**src/rtl/tmr_pkg.sv**
```systemverilog
package tmr_pkg;

    typedef enum logic [1:0] {
        CNT_CLK  = 2'd0,
        CNT_RISE = 2'd1,
        CNT_FALL = 2'd2,
        CNT_BOTH = 2'd3
    } cnt_mode_e;

    typedef enum logic [1:0] {
        EXT_KEEP = 2'd0,
        EXT_LOW  = 2'd1,
        EXT_HIGH = 2'd2,
        EXT_FLIP = 2'd3
    } ext_act_e;

    typedef struct packed {
        ext_act_e act;
        logic     halt;
        logic     zero;
        logic     irq_en;
    } chan_cfg_t;

    localparam int CFG_W = $bits(chan_cfg_t);

    localparam int A_CTRL  = 0;
    localparam int A_MODE  = 1;
    localparam int A_PSC   = 2;
    localparam int A_COUNT = 3;
    localparam int A_PCNT  = 4;
    localparam int A_FLAG  = 5;
    localparam int A_CFG   = 6;
    localparam int A_OUT   = 7;
    localparam int A_CMP   = 8;

    function automatic logic ext_next(ext_act_e a, logic cur);
        case (a)
            EXT_LOW:  return 1'b0;
            EXT_HIGH: return 1'b1;
            EXT_FLIP: return ~cur;
            default:  return cur;
        endcase
    endfunction

endpackage

```
**src/rtl/tmr_edge_sel.sv**
```systemverilog
module tmr_edge_sel
    import tmr_pkg::*;
#(
    parameter int N_CAP = 4,
    localparam int SEL_W = (N_CAP > 1) ? $clog2(N_CAP) : 1
) (
    input  logic             clk,
    input  logic             rst,
    input  logic [N_CAP-1:0] pins,
    input  logic [SEL_W-1:0] sel,
    input  cnt_mode_e        mode,
    output logic             tick
);
    logic [N_CAP-1:0] s1, s2, s3;
    logic cur, old;

    always_ff @(posedge clk) begin
        if (rst) begin
            s1 <= '0;
            s2 <= '0;
            s3 <= '0;
        end else begin
            s1 <= pins;
            s2 <= s1;
            s3 <= s2;
        end
    end

    assign cur = s2[sel];
    assign old = s3[sel];

    always_comb begin
        case (mode)
            CNT_RISE: tick = cur & ~old;
            CNT_FALL: tick = ~cur & old;
            CNT_BOTH: tick = cur ^ old;
            default:  tick = 1'b1;
        endcase
    end
endmodule

```
**src/rtl/tmr_prescale_count.sv**
```systemverilog
module tmr_prescale_count #(
    parameter int CNT_W = 32
) (
    input  logic             clk,
    input  logic             rst,
    input  logic             hold,
    input  logic             tick,
    input  logic             zero_req,
    input  logic [CNT_W-1:0] limit,
    output logic [CNT_W-1:0] count,
    output logic [CNT_W-1:0] pcount,
    output logic [CNT_W-1:0] count_nx,
    output logic             step
);
    logic [CNT_W-1:0] pcount_nx;

    always_comb begin
        count_nx  = count;
        pcount_nx = pcount;
        step      = 1'b0;
        if (hold) begin
            count_nx  = '0;
            pcount_nx = '0;
        end else if (tick) begin
            if (pcount >= limit) begin
                pcount_nx = '0;
                step      = 1'b1;
                count_nx  = zero_req ? '0 : count + 1'b1;
            end else begin
                pcount_nx = pcount + 1'b1;
            end
        end
    end

    always_ff @(posedge clk) begin
        if (rst) begin
            count  <= '0;
            pcount <= '0;
        end else begin
            count  <= count_nx;
            pcount <= pcount_nx;
        end
    end
endmodule

```
**src/rtl/tmr_match_unit.sv**
```systemverilog
module tmr_match_unit
    import tmr_pkg::*;
#(
    parameter int CNT_W   = 32,
    parameter int N_MATCH = 4
) (
    input  logic                       clk,
    input  logic                       rst,
    input  logic [CNT_W-1:0]           count,
    input  logic [CNT_W-1:0]           count_nx,
    input  logic                       step,
    input  logic [N_MATCH*CNT_W-1:0]   cmp_flat,
    input  logic [N_MATCH*CFG_W-1:0]   cfg_flat,
    input  logic                       out_wr,
    input  logic [N_MATCH-1:0]         out_wdata,
    output logic [N_MATCH-1:0]         hit,
    output logic [N_MATCH-1:0]         irq_en,
    output logic                       zero_req,
    output logic                       halt_req,
    output logic [N_MATCH-1:0]         ext_q
);
    logic [N_MATCH-1:0] zero_v, halt_v;

    for (genvar k = 0; k < N_MATCH; k++) begin : g_ch
        chan_cfg_t        c;
        logic [CNT_W-1:0] v;
        assign c         = chan_cfg_t'(cfg_flat[k*CFG_W +: CFG_W]);
        assign v         = cmp_flat[k*CNT_W +: CNT_W];
        assign hit[k]    = step && (count_nx == v);
        assign zero_v[k] = c.zero && (count == v);
        assign halt_v[k] = c.halt && hit[k];
        assign irq_en[k] = c.irq_en;

        always_ff @(posedge clk) begin
            if (rst)
                ext_q[k] <= 1'b0;
            else if (out_wr)
                ext_q[k] <= out_wdata[k];
            else if (hit[k])
                ext_q[k] <= ext_next(c.act, ext_q[k]);
        end
    end

    assign zero_req = |zero_v;
    assign halt_req = |halt_v;
endmodule

```
**src/rtl/match_timer.sv**
```systemverilog
module match_timer
    import tmr_pkg::*;
#(
    parameter int CNT_W   = 32,
    parameter int N_MATCH = 4,
    parameter int N_CAP   = 4,
    parameter int ADDR_W  = 4,
    localparam int SEL_W  = (N_CAP > 1) ? $clog2(N_CAP) : 1
) (
    input  logic               clk,
    input  logic               rst,
    input  logic               wr_en,
    input  logic [ADDR_W-1:0]  wr_addr,
    input  logic [CNT_W-1:0]   wr_data,
    input  logic [ADDR_W-1:0]  rd_addr,
    output logic [CNT_W-1:0]   rd_data,
    input  logic [N_CAP-1:0]   cap_in,
    output logic [N_MATCH-1:0] match_out,
    output logic               irq
);
    logic                     run_q, hold_q;
    cnt_mode_e                mode_q;
    logic [SEL_W-1:0]         sel_q;
    logic [CNT_W-1:0]         psc_q;
    logic [N_MATCH*CNT_W-1:0] cmp_flat;
    logic [N_MATCH*CFG_W-1:0] cfg_flat;
    logic [N_MATCH-1:0]       flag_q, hit, irq_en;
    logic [CNT_W-1:0]         tc_val, pc_val, tc_nx;
    logic                     tick, step, zero_req, stop_fire;

    tmr_edge_sel #(.N_CAP(N_CAP)) u_edge (
        .clk(clk), .rst(rst), .pins(cap_in), .sel(sel_q),
        .mode(mode_q), .tick(tick)
    );

    tmr_prescale_count #(.CNT_W(CNT_W)) u_cnt (
        .clk(clk), .rst(rst), .hold(hold_q), .tick(tick & run_q),
        .zero_req(zero_req), .limit(psc_q), .count(tc_val),
        .pcount(pc_val), .count_nx(tc_nx), .step(step)
    );

    tmr_match_unit #(.CNT_W(CNT_W), .N_MATCH(N_MATCH)) u_match (
        .clk(clk), .rst(rst), .count(tc_val), .count_nx(tc_nx),
        .step(step), .cmp_flat(cmp_flat), .cfg_flat(cfg_flat),
        .out_wr(wr_en && wr_addr == ADDR_W'(A_OUT)),
        .out_wdata(wr_data[N_MATCH-1:0]), .hit(hit), .irq_en(irq_en),
        .zero_req(zero_req), .halt_req(stop_fire), .ext_q(match_out)
    );

    always_ff @(posedge clk) begin
        if (rst) begin
            run_q    <= 1'b0;
            hold_q   <= 1'b0;
            mode_q   <= CNT_CLK;
            sel_q    <= '0;
            psc_q    <= '0;
            cmp_flat <= '0;
            cfg_flat <= '0;
            flag_q   <= '0;
        end else begin
            if (stop_fire)
                run_q <= 1'b0;
            else if (wr_en && wr_addr == ADDR_W'(A_CTRL))
                run_q <= wr_data[0];
            if (wr_en && wr_addr == ADDR_W'(A_CTRL))
                hold_q <= wr_data[1];
            if (wr_en && wr_addr == ADDR_W'(A_MODE)) begin
                mode_q <= cnt_mode_e'(wr_data[1:0]);
                sel_q  <= wr_data[2 +: SEL_W];
            end
            if (wr_en && wr_addr == ADDR_W'(A_PSC))
                psc_q <= wr_data;
            if (wr_en && wr_addr == ADDR_W'(A_CFG))
                cfg_flat <= wr_data[N_MATCH*CFG_W-1:0];
            for (int k = 0; k < N_MATCH; k++)
                if (wr_en && wr_addr == ADDR_W'(A_CMP + k))
                    cmp_flat[k*CNT_W +: CNT_W] <= wr_data;
            if (wr_en && wr_addr == ADDR_W'(A_FLAG))
                flag_q <= (flag_q & ~wr_data[N_MATCH-1:0]) | hit;
            else
                flag_q <= flag_q | hit;
        end
    end

    assign irq = |(flag_q & irq_en);

    always_comb begin
        rd_data = '0;
        case (rd_addr)
            ADDR_W'(A_CTRL):  rd_data[1:0] = {hold_q, run_q};
            ADDR_W'(A_MODE):  rd_data[2+SEL_W-1:0] = {sel_q, mode_q};
            ADDR_W'(A_PSC):   rd_data = psc_q;
            ADDR_W'(A_COUNT): rd_data = tc_val;
            ADDR_W'(A_PCNT):  rd_data = pc_val;
            ADDR_W'(A_FLAG):  rd_data[N_MATCH-1:0] = flag_q;
            ADDR_W'(A_CFG):   rd_data[N_MATCH*CFG_W-1:0] = cfg_flat;
            ADDR_W'(A_OUT):   rd_data[N_MATCH-1:0] = match_out;
            default: begin
                for (int k = 0; k < N_MATCH; k++)
                    if (rd_addr == ADDR_W'(A_CMP + k))
                        rd_data = cmp_flat[k*CNT_W +: CNT_W];
            end
        endcase
    end
endmodule

```
**config.mk**
```make
export PLATFORM = sky130hd
export DESIGN_NAME = match_timer
export DESIGN_NICKNAME = d
export VERILOG_FILES = /design/src/rtl/tmr_pkg.sv /design/src/rtl/tmr_edge_sel.sv /design/src/rtl/tmr_prescale_count.sv /design/src/rtl/tmr_match_unit.sv /design/src/rtl/match_timer.sv
export SDC_FILE = /design/constraint.sdc
export NUM_CORES = 1
export LEC_CHECK = 0
export BUFFER_PORTS_ARGS = -buffer_cell sky130_fd_sc_hd__clkbuf_2
export CAP_MARGIN = 5
export CORE_UTILIZATION = 68
export DETAILED_ROUTE_END_ITERATION = 6
export PLACE_DENSITY = 0.89
export SYNTH_ARGS = -nofsm -noshare
export SYNTH_HDL_FRONTEND = slang
export SYNTH_HIERARCHICAL = 1
export SYNTH_SLANG_ARGS = --single-unit
```
**constraint.sdc**
```tcl
create_clock -name clk -period 7.3 [get_ports clk]
set_input_delay 0.73 -clock clk [delete_from_list [all_inputs] [get_ports clk]]
set_output_delay 0.73 -clock clk [all_outputs]
set_load 0.005 [all_outputs]
```
# After elaboration in Yosys (flattened, before gate mapping)
# Cells that the tools add are included.
# op_classes
n_addsub	2
order_cmp	2
eq_ne	43
n_mux	34
bitwise	15
n_reduce_logical	42
# op_table
operator	n
two-way mux 32 bit	9
equality test 32 bit	8
one-hot mux 16 bit (5 select lines)	1
adder 32 x 1 -> 32 bit (second input constant)	2
one-hot mux 12 bit (4 select lines)	1
equality test 4 bit (second input constant)	8
>= comparator 32 bit	1
one-hot mux 2 bit (8 select lines)	2
equality test 4 x 3 -> 1 bit (second input constant)	7
logical AND 1 bit	22
equality test 2 bit (second input constant)	10
nonzero test 4 bit	4
one-hot mux 1 bit (3 select lines)	5
two-way mux 1 bit	13
equality test 4 x 2 -> 1 bit (second input constant)	3
OR reduction 4 bit	3
equality test 2 x 1 -> 1 bit (second input constant)	5
OR reduction 5 bit	2
AND 4 bit	2
equality test 4 x 1 -> 1 bit (second input constant)	2
zero test 4 bit	2
OR 4 bit	2
AND reduction 2 bit	4
nonzero test 2 bit	4
8 further kinds	16
# word_totals
register_bits	270
wordCells	158

# Logic depth before layout (Yosys ltp)
# Gate-level depths: netlist of run 1.
# depth
ltp_word	12
depth_mapped	19
mapped_depth_nobuf	17

# By module
# Netlist of run 1, hierarchy kept.
# by_module_without_submodules
module	n_inst	cells_per_inst	area_each_um2	seq_area_each_um2
match_timer	1	1124	8991.1	3803.6
tmr_prescale_count	1	573	4601.9	1281.2
tmr_match_unit	1	431	3311.9	80.1
tmr_edge_sel	1	35	422.9	240.2

# Least setup slack after synthesis of run 1
# No wires, ideal clock.
# synth_timing
kind	reg-to-reg
start	register sel_q[0]
end	register u_match.ext_q[0]
arrival_ps	4280
t_required_ps	7177
path_slack_ps	2897
path_stages_with_launch	18
n_path_buf	2
period_less_slack_ps	4403
cell_sequence	dfxtp_1 -> mux4_2 -> ha_1 -> nand2b_1 -> a31oi_1 -> and2_1 -> inv_1 -> a31o_2 -> a21oi_1 -> buf_2 -> buf_2 -> a32o_1 -> xnor2_1 -> o221ai_1 -> or4_4 -> nor4_4 -> mux2i_1 -> o22ai_1
# synth_between
elab_chain_len	12
# synth_lines
item	line	rtl
start, declared	match_timer.sv:23	logic [SEL_W-1:0] sel_q;
start signal, assigned	match_timer.sv:69	sel_q <= wr_data[2 +: SEL_W];
binary-select mux 1 bit (select 2 bit), on equally long branches	tmr_edge_sel.sv:29, tmr_edge_sel.sv:30	
two-way mux 1 bit, on equally long branches	tmr_edge_sel.sv:29, tmr_edge_sel.sv:30	
NOT 1 bit, on equally long branches	tmr_edge_sel.sv:35, tmr_edge_sel.sv:34	
AND 1 bit, on equally long branches	tmr_edge_sel.sv:35, tmr_edge_sel.sv:34	
one-hot mux 1 bit (3 select lines) (*)	tmr_edge_sel.sv:33	case (mode)
named net tick	match_timer.sv:29	logic tick, step, zero_req, stop_fire;
AND 1 bit (*)	match_timer.sv:37	.clk(clk), .rst(rst), .hold(hold_q), .tick(tick & run_q),
two-way mux 32 bit (*)	tmr_prescale_count.sv:24	end else if (tick) begin
two-way mux 32 bit (*)	tmr_prescale_count.sv:21	if (hold) begin
named net tc_nx[15]	match_timer.sv:28	logic [CNT_W-1:0] tc_val, pc_val, tc_nx;
equality test 32 bit (*)	tmr_match_unit.sv:29	assign hit[k] = step && (count_nx == v);
logical AND 1 bit (*)	tmr_match_unit.sv:29	
named net hit[0]	match_timer.sv:27	logic [N_MATCH-1:0] flag_q, hit, irq_en;
nonzero test 2 bit (no line) (*)	-	
AND reduction 2 bit (no line) (*)	-	
end signal, assigned by index	tmr_match_unit.sv:38	ext_q[k] <= out_wdata[k];
end signal, assigned by index	tmr_match_unit.sv:40	ext_q[k] <= ext_next(c.act, ext_q[k]);
end, declared	tmr_match_unit.sv:20	output logic [N_MATCH-1:0] ext_q
# Mark *: on every way through the listed nets, which the timed path passes. The rest lies on a longest branch. The select of a mux whose other input is x is not followed.
# A chain may end at the register's enable or synchronous reset.

# Final worst setup path of run 1
# layout_timing
start	register sel_q[0]
end	register u_match.ext_q[1]
# Same word-level chain as after synthesis.

==> results of run 1 <==
how the worst max path moves through the flow:
stage | endpoint | slack, ns | cells after the start
floorplan | u_match/ext_q[0] | 2.90 | 17
global placement | u_match/ext_q[1] | 1.46 | 16
detailed placement | u_match/ext_q[1] | 1.39 | 16
CTS | u_match/ext_q[1] | 1.34 | 17
global route | u_match/ext_q[1] | 0.70 | 17
finish | u_match/ext_q[1] | 0.82 | 17
state kept, by name, indices dropped and copies added, names as in the netlist:
name	count
cfg_flat	20
cmp_flat	128
flag_q	4
hold_q	1
mode_q	2
psc_q	32
run_q	1
sel_q	2
u_cnt/count	32
u_cnt/pcount	32
u_edge/s1	4
u_edge/s2	4
u_edge/s3	4
u_match/ext_q	4
worst register-to-register path, cell delays in order, from the launching register on:
cell,delay [ns]
dfxtp_1,0.47
mux4_2,0.57
inv_2,0.08
ha_1,0.24
nand2b_1,0.16
a31oi_1,0.21
and2_1,0.33
inv_1,0.21
a31o_2,0.50
a21oi_4,0.25
buf_4,0.56
a32o_1,0.65
xor2_1,0.27
nor4_1,0.55
nand4_1,0.22
nor3_2,0.52
mux2i_1,0.15
a2111oi_0,0.41
layout make-up:
type | instances | area share, %
clock buffers | 40 | 4.24
clock inverters | 13 | 1.15
inverters | 57 | 1.15
multi-input cells | 1658 | 58.4
flip-flops and latches | 270 | 29.2
well taps | 330 | 2.23
repair buffers | 115 | 3.66
cell usage in the layout (no fill, tap or decap), drive strengths merged, types with 22 or more instances in the layout:
cell and n:
a21oi 260, a221oi 25, a22oi 27, a32o 56, buf 34, clkbuf 121
dfxtp 270, ha 38, inv 59, mux2i 26, nand2 418, nand3 50
nand4 59, nor2 72, nor2b 22, nor3 54, nor4 55, xnor2 142
xor2 136
report_power, final:
group / switching [mW] / internal, mW
clock network: 0.660 / 0.933
registers: 0.0323 / 1.49
logic: 0.237 / 0.100
per-layer routing:
metal / track usage (%) / share of wire [%] / vias up
li1: - / - / 7568
met1: 69.6 / 34 / 8611
met2: 83.3 / 41 / 1964
met3: 17.5 / 16 / 552
met4: 40.1 / 9.3 / 4
met5: 0 / 0.037 / -
logic make-up after synthesis:
family / count (synthesis) / share of synthesized area, %
and+or+nand+nor: 799 / 22.1
xor gates and xnor gates: 278 / 14.1
muxes: 66 / 5.49
AOI/OAI and AO/OA: 477 / 18.0
adders and majority gates: 38 / 2.74
buffers and inverters: 235 / 6.43
DFF: 270 / 31.2
through the flow:
stage / cell area (µm²) / std cells / util (%) / hold slack [ns] / setup WS (ns)
floorplan: 17300 / 2163 / - / 0.414 / 2.90
global placement: 17500 / 2428 / 69.7 / 0.415 / 1.46
detailed placement: 17500 / 2428 / 69.7 / 0.453 / 1.39
CTS: 18500 / 2481 / 73.7 / 0.357 / 1.34
global route: 18500 / 2483 / 73.8 / 0.367 / 0.702
finish: 18500 / 2483 / 73.8 / 0.356 / 0.824
==> flow_summary.toml, run 1 <==
[outcome]
status = "finished, violations left"
violations = "design-rule violations"

[synthesis]
ys.flop_type = "dfxtp_1"
seq_area_frac_synth_pct = 31.2
yosysTopAreaCell = "dfxtp_1"
syn_inst = 2163
synth_edf_count = 0
syn-cell-area_um2 = 17300
avgSynthCellArea_um2 = 8.01
synth_top_area_share_pct = 31.2
ys_warn_count = 6
synth_most_common_cell = "nand2_1"
synthArstFlopShare_pct = 0
synth.distinct_cells = 80
synth_nets = 2248
yosys-top-cells-area = "dfxtp_1, nand2_1, a21oi_1, xnor2_1, xor2_1"
ys_ff_latch = 270
ys_top_cells_by_count = "nand2_1, dfxtp_1, a21oi_1"

[clock_tree]
cts_resized = 0
clkTransAtPathRegs_ns = 0.07
ctsHoldBuffers = 0
cts_tree = "built"
numCtsBuffers = 29
htree_levels = 1
clock-root-buffer = "clkbuf_16"
cts_buffer_depth = 3
post_cts_buffers = 0
cts_sinks = 270
clock_latency_ns = 0.58

[pwr]
p_leak_nw = 6.95
p_total_mw = 3.45
vdd_ir_drop_max_mv = 0.261
cellPowerDensity_nw_per_um2 = 186

[global_routing]
grt_max_degree = 81
antenna_found_initial = 3
grt_pass1_wl_mm = 110
grt.overflow.total = 0
globalRouteTotalUtil_pct = 56.4
grt_pass1_vias = 17305

[setup_path]
crit_buf_inv = 3
path_max_fanout = 57
startpoint_type = "register"
cp_top_family = "compound AO/OA/AOI/OAI gates"
critPathArrivalTime_ns = 6.94
crit_slowest_cell = "a32o_1"
r2r_slack_ns = 0.82
reg2reg_depth = 17
critical_path_class = "register to register"
max_stage_delay_ns = 0.63
r2r_end = "u_match/ext_q[1]"
crit_chain = "mux4_2 > inv_2 > ha_1 > nand2b_1 > a31oi_1 > and2_1 > inv_1 > a31o_2 > a21oi_4 > buf_4 > a32o_1 > xor2_1 > nor4_1 > nand4_1 > nor3_2 > mux2i_1 > a2111oi_0"
cp.required_ns = 7.76
end_kind = "register"
regToRegStartpoint = "sel_q[0]"
startpoint = "sel_q[0]"

[cells_and_area]
areaGrowthSynthToFinish_pct = 7.00
fillerInstances = 1774
nets = 2216
multi_input_area_um2 = 10800
drive_gt1_share_pct = 11.3
seqCellArea_um2 = 5410
diodes = 0

[route]
routedWlPerCell_um = 30.5
viasPerCell = 7.53
wl_mm = 75.7
drc = 127
drt-initial-drc-count = 4033
final_antenna_net_count = 0
vias = 18699
dr.pass1.iters = 7

[hold_path]
hold_path_class = "input pin to register"
min_to = "u_edge/s1[0]"
hold_depth = 2
hold_start = "cap_in[0]"

[sta]
max_freq_ghz = 0.154
setup_viol = 0
timing.slew.headroom_pct = 13.0
finalHoldViolCount = 0
worstMarginPinSlew_ns = 1.30
drv_slew = 0
min_period_over_period_pct = 88.7
finalCriticalPeriod_ns = 6.48
rsz0062_at_grt = "false"
setup_tns_ns = 0
finClkSkew_ns = 0.0170

[flow_run]
cap_violations = 0

[floorplanning]
die_x_um = 162
initial_core_util_pct = 69.0
dieArea_um2 = 26100
ioPinCount = 84
die_h_um = 162
rows = 58
coreArea_um2 = 25100

[placement]
gp_congestion = 1.23
dp_hpwl_mm = 52.2
port_buffers = 83
(Power assumes the default switching activity.)
==> inputs of run 2 (changes only) <==
--- a/config.mk
+++ b/config.mk
@@ -7,9 +7,9 @@
 export LEC_CHECK = 0
 export BUFFER_PORTS_ARGS = -buffer_cell sky130_fd_sc_hd__clkbuf_2
 export CAP_MARGIN = 5
-export CORE_UTILIZATION = 68
+export CORE_UTILIZATION = 57
 export DETAILED_ROUTE_END_ITERATION = 6
-export PLACE_DENSITY = 0.89
+export PLACE_DENSITY = 0.8
 export SYNTH_ARGS = -nofsm -noshare
 export SYNTH_HDL_FRONTEND = slang
 export SYNTH_HIERARCHICAL = 1
==> constraint.sdc (replaced) <==
create_clock -name clk -period 5.9 [get_ports clk]
set_input_delay 0.59 -clock clk [delete_from_list [all_inputs] [get_ports clk]]
set_output_delay 0.59 -clock clk [all_outputs]
set_load 0.005 [all_outputs]
==> flow_summary.toml, run 2 (synthesized netlist as in run 1, its figures left out) <==
[outcome]
status = "finished, violations left"
violations = "design-rule violations"

[global_routing]
globalRouteTotalUtil_pct = 47.1
grt.overflow.total = 0
antenna_found_initial = 1
grt_pass1_vias = 16024
grt_pass1_wl_mm = 107
grt_max_degree = 92

[route]
routedWlPerCell_um = 28.8
drc = 3
vias = 17606
dr.pass1.iters = 7
drt-initial-drc-count = 2889
viasPerCell = 6.85
final_antenna_net_count = 0
wl_mm = 74.0

[clock_tree]
numCtsBuffers = 30
ctsHoldBuffers = 0
cts_resized = 0
cts_buffer_depth = 3
cts_tree = "built"
cts_sinks = 270
clock_latency_ns = 0.59
clock-root-buffer = "clkbuf_16"
htree_levels = 1
clkTransAtPathRegs_ns = 0.06
post_cts_buffers = 0

[floorplanning]
rows = 63
die_h_um = 176
ioPinCount = 84
initial_core_util_pct = 58.2
die_x_um = 176
dieArea_um2 = 31100
coreArea_um2 = 29800

[setup_path]
path_max_fanout = 25
crit_buf_inv = 3
cp.required_ns = 6.31
startpoint_type = "register"
cp_top_family = "simple AND/OR/NAND/NOR gates"
crit_chain = "mux4_2 > inv_2 > ha_1 > nand2b_1 > a31oi_1 > and2_1 > inv_1 > a31o_2 > a21oi_4 > buf_4 > a32o_1 > xor2_1 > nor4_1 > nand4_1 > nor4_4 > mux2i_1 > o22ai_1"
regToRegStartpoint = "sel_q[0]"
critPathArrivalTime_ns = 5.83
max_stage_delay_ns = 0.56
crit_slowest_cell = "mux4_2"
cp_num_cells = 17
reg2reg_depth = 17
r2r_slack_ns = 0.48
r2r_end = "u_match/ext_q[0]"
startpoint = "sel_q[0]"
critical_path_class = "register to register"
cp-endpoint = "u_match/ext_q[0]"
end_kind = "register"

[cells_and_area]
top_register = "cmp_flat"
diodes = 0
areaGrowthSynthToFinish_pct = 8.34
fin_util_pct = 63.0
largest_register_ffs = 128
final_area_um2 = 18800
final_cell_mix = "nand2_1, dfxtp_1, a21oi_1"
nets = 2248
final_common_cell = "nand2_1"
drive_gt1_share_pct = 12.5

[pwr]
pwr-share-comb_pct = 10.2
clkPwrFrac_pct = 44.3
vdd_ir_drop_max_mv = 0.224
p_leak_nw = 7.10
seqPwrFrac_pct = 45.5
p_sw_mw = 1.10
p_int_mw = 3.04
swShare_pct = 26.5
cellPowerDensity_nw_per_um2 = 220

[sta]
setup_viol = 0
finalHoldViolCount = 0
whs_ns = 0.226
timing.slew.headroom_pct = 27.5
drv_slew = 0
finClkSkew_ns = 0.0312
min_period_over_period_pct = 91.8
setup_tns_ns = 0
rsz0062_at_grt = "false"
max_freq_ghz = 0.185
finalCriticalPeriod_ns = 5.42
worstMarginPinSlew_ns = 1.09

[hold_path]
hold_path_class = "input pin to register"

[flow_run]
cap_violations = 0

[placement]
port_buffers = 83
gp_congestion = 1.11
dp_hpwl_mm = 54.9
place_area_um2 = 17800
run 2: cell types whose count changed in the layout (fill, tap and decap cells not counted), moves of 3 or more:
cell        before  now
buf_4           31   64
bufinv_16        5    1
clkbuf_8         2    5
clkinv_2         1    4
clkinvlp_4       3    0
run 2: worst min path at each step:
stage	from	endpoint	slack (ns)	depth (start not counted)
floorplan	u_edge/s1[0]	u_edge/s2[0]	0.41	1
global placement	u_edge/s1[3]	u_edge/s2[3]	0.43	1
detailed placement	u_edge/s1[3]	u_edge/s2[3]	0.43	1
CTS	cap_in[1]	u_edge/s1[1]	0.22	2
global route	cap_in[2]	u_edge/s1[2]	0.22	2
finish	cap_in[1]	u_edge/s1[1]	0.23	2
run 2: power groups by stage:
stage,registers [mW],clock network [mW],logic (mW)
2_1_floorplan,1.90,0,0.243
3_3_place_gp,1.92,0,0.400
3_5_place_dp,1.92,0,0.400
4_1_cts,1.88,1.83,0.402
5_1_grt,1.88,1.90,0.436
6_report,1.88,1.83,0.421
run 2: area by class of cell:
| cell class | instances | area [µm²] |
|---|---|---|
| clock buffer | 45 | 878 |
| tap | 390 | 488 |
| inverter | 57 | 214 |
| fill | 2587 | 11000 |
| sequential | 270 | 5410 |
| timing repair buffer | 146 | 897 |
| clock inverter | 6 | 58.8 |
| multi-input combinational | 1658 | 10800 |
run 2: per-layer routing:
| metal | global-route usage [%] | vias up | routed length, µm |
|---|---|---|---|
| met3 | 9.67 | 247 | 8600 |
| li1 | - | 7631 | - |
| met5 | 0 | - | 9 |
| met4 | 22.8 | 2 | 4380 |
| met2 | 72.4 | 1377 | 31900 |
| met1 | 62.8 | 8349 | 29100 |
run 2: worst register-to-register path: stages, from the launching register on:
cell and delay, ns:
dfxtp_1 0.43, mux4_2 0.56, inv_2 0.07, ha_1 0.21, nand2b_1 0.14, a31oi_1 0.18
and2_1 0.29, inv_1 0.12, a31o_2 0.42, a21oi_4 0.39, buf_4 0.36, a32o_1 0.39
xor2_1 0.17, nor4_1 0.39, nand4_1 0.25, nor4_4 0.51, mux2i_1 0.28, o22ai_1 0.10
run 2: through the flow:
stage	power (mW)	std cells	setup WS, ns
after floorplan	2.15	2163	1.50
after global routing	4.22	2572	0.334
after global placement	2.32	2521	0.853
after detailed placement	2.32	2521	0.673
after CTS	4.11	2572	0.654
final	4.14	2572	0.484
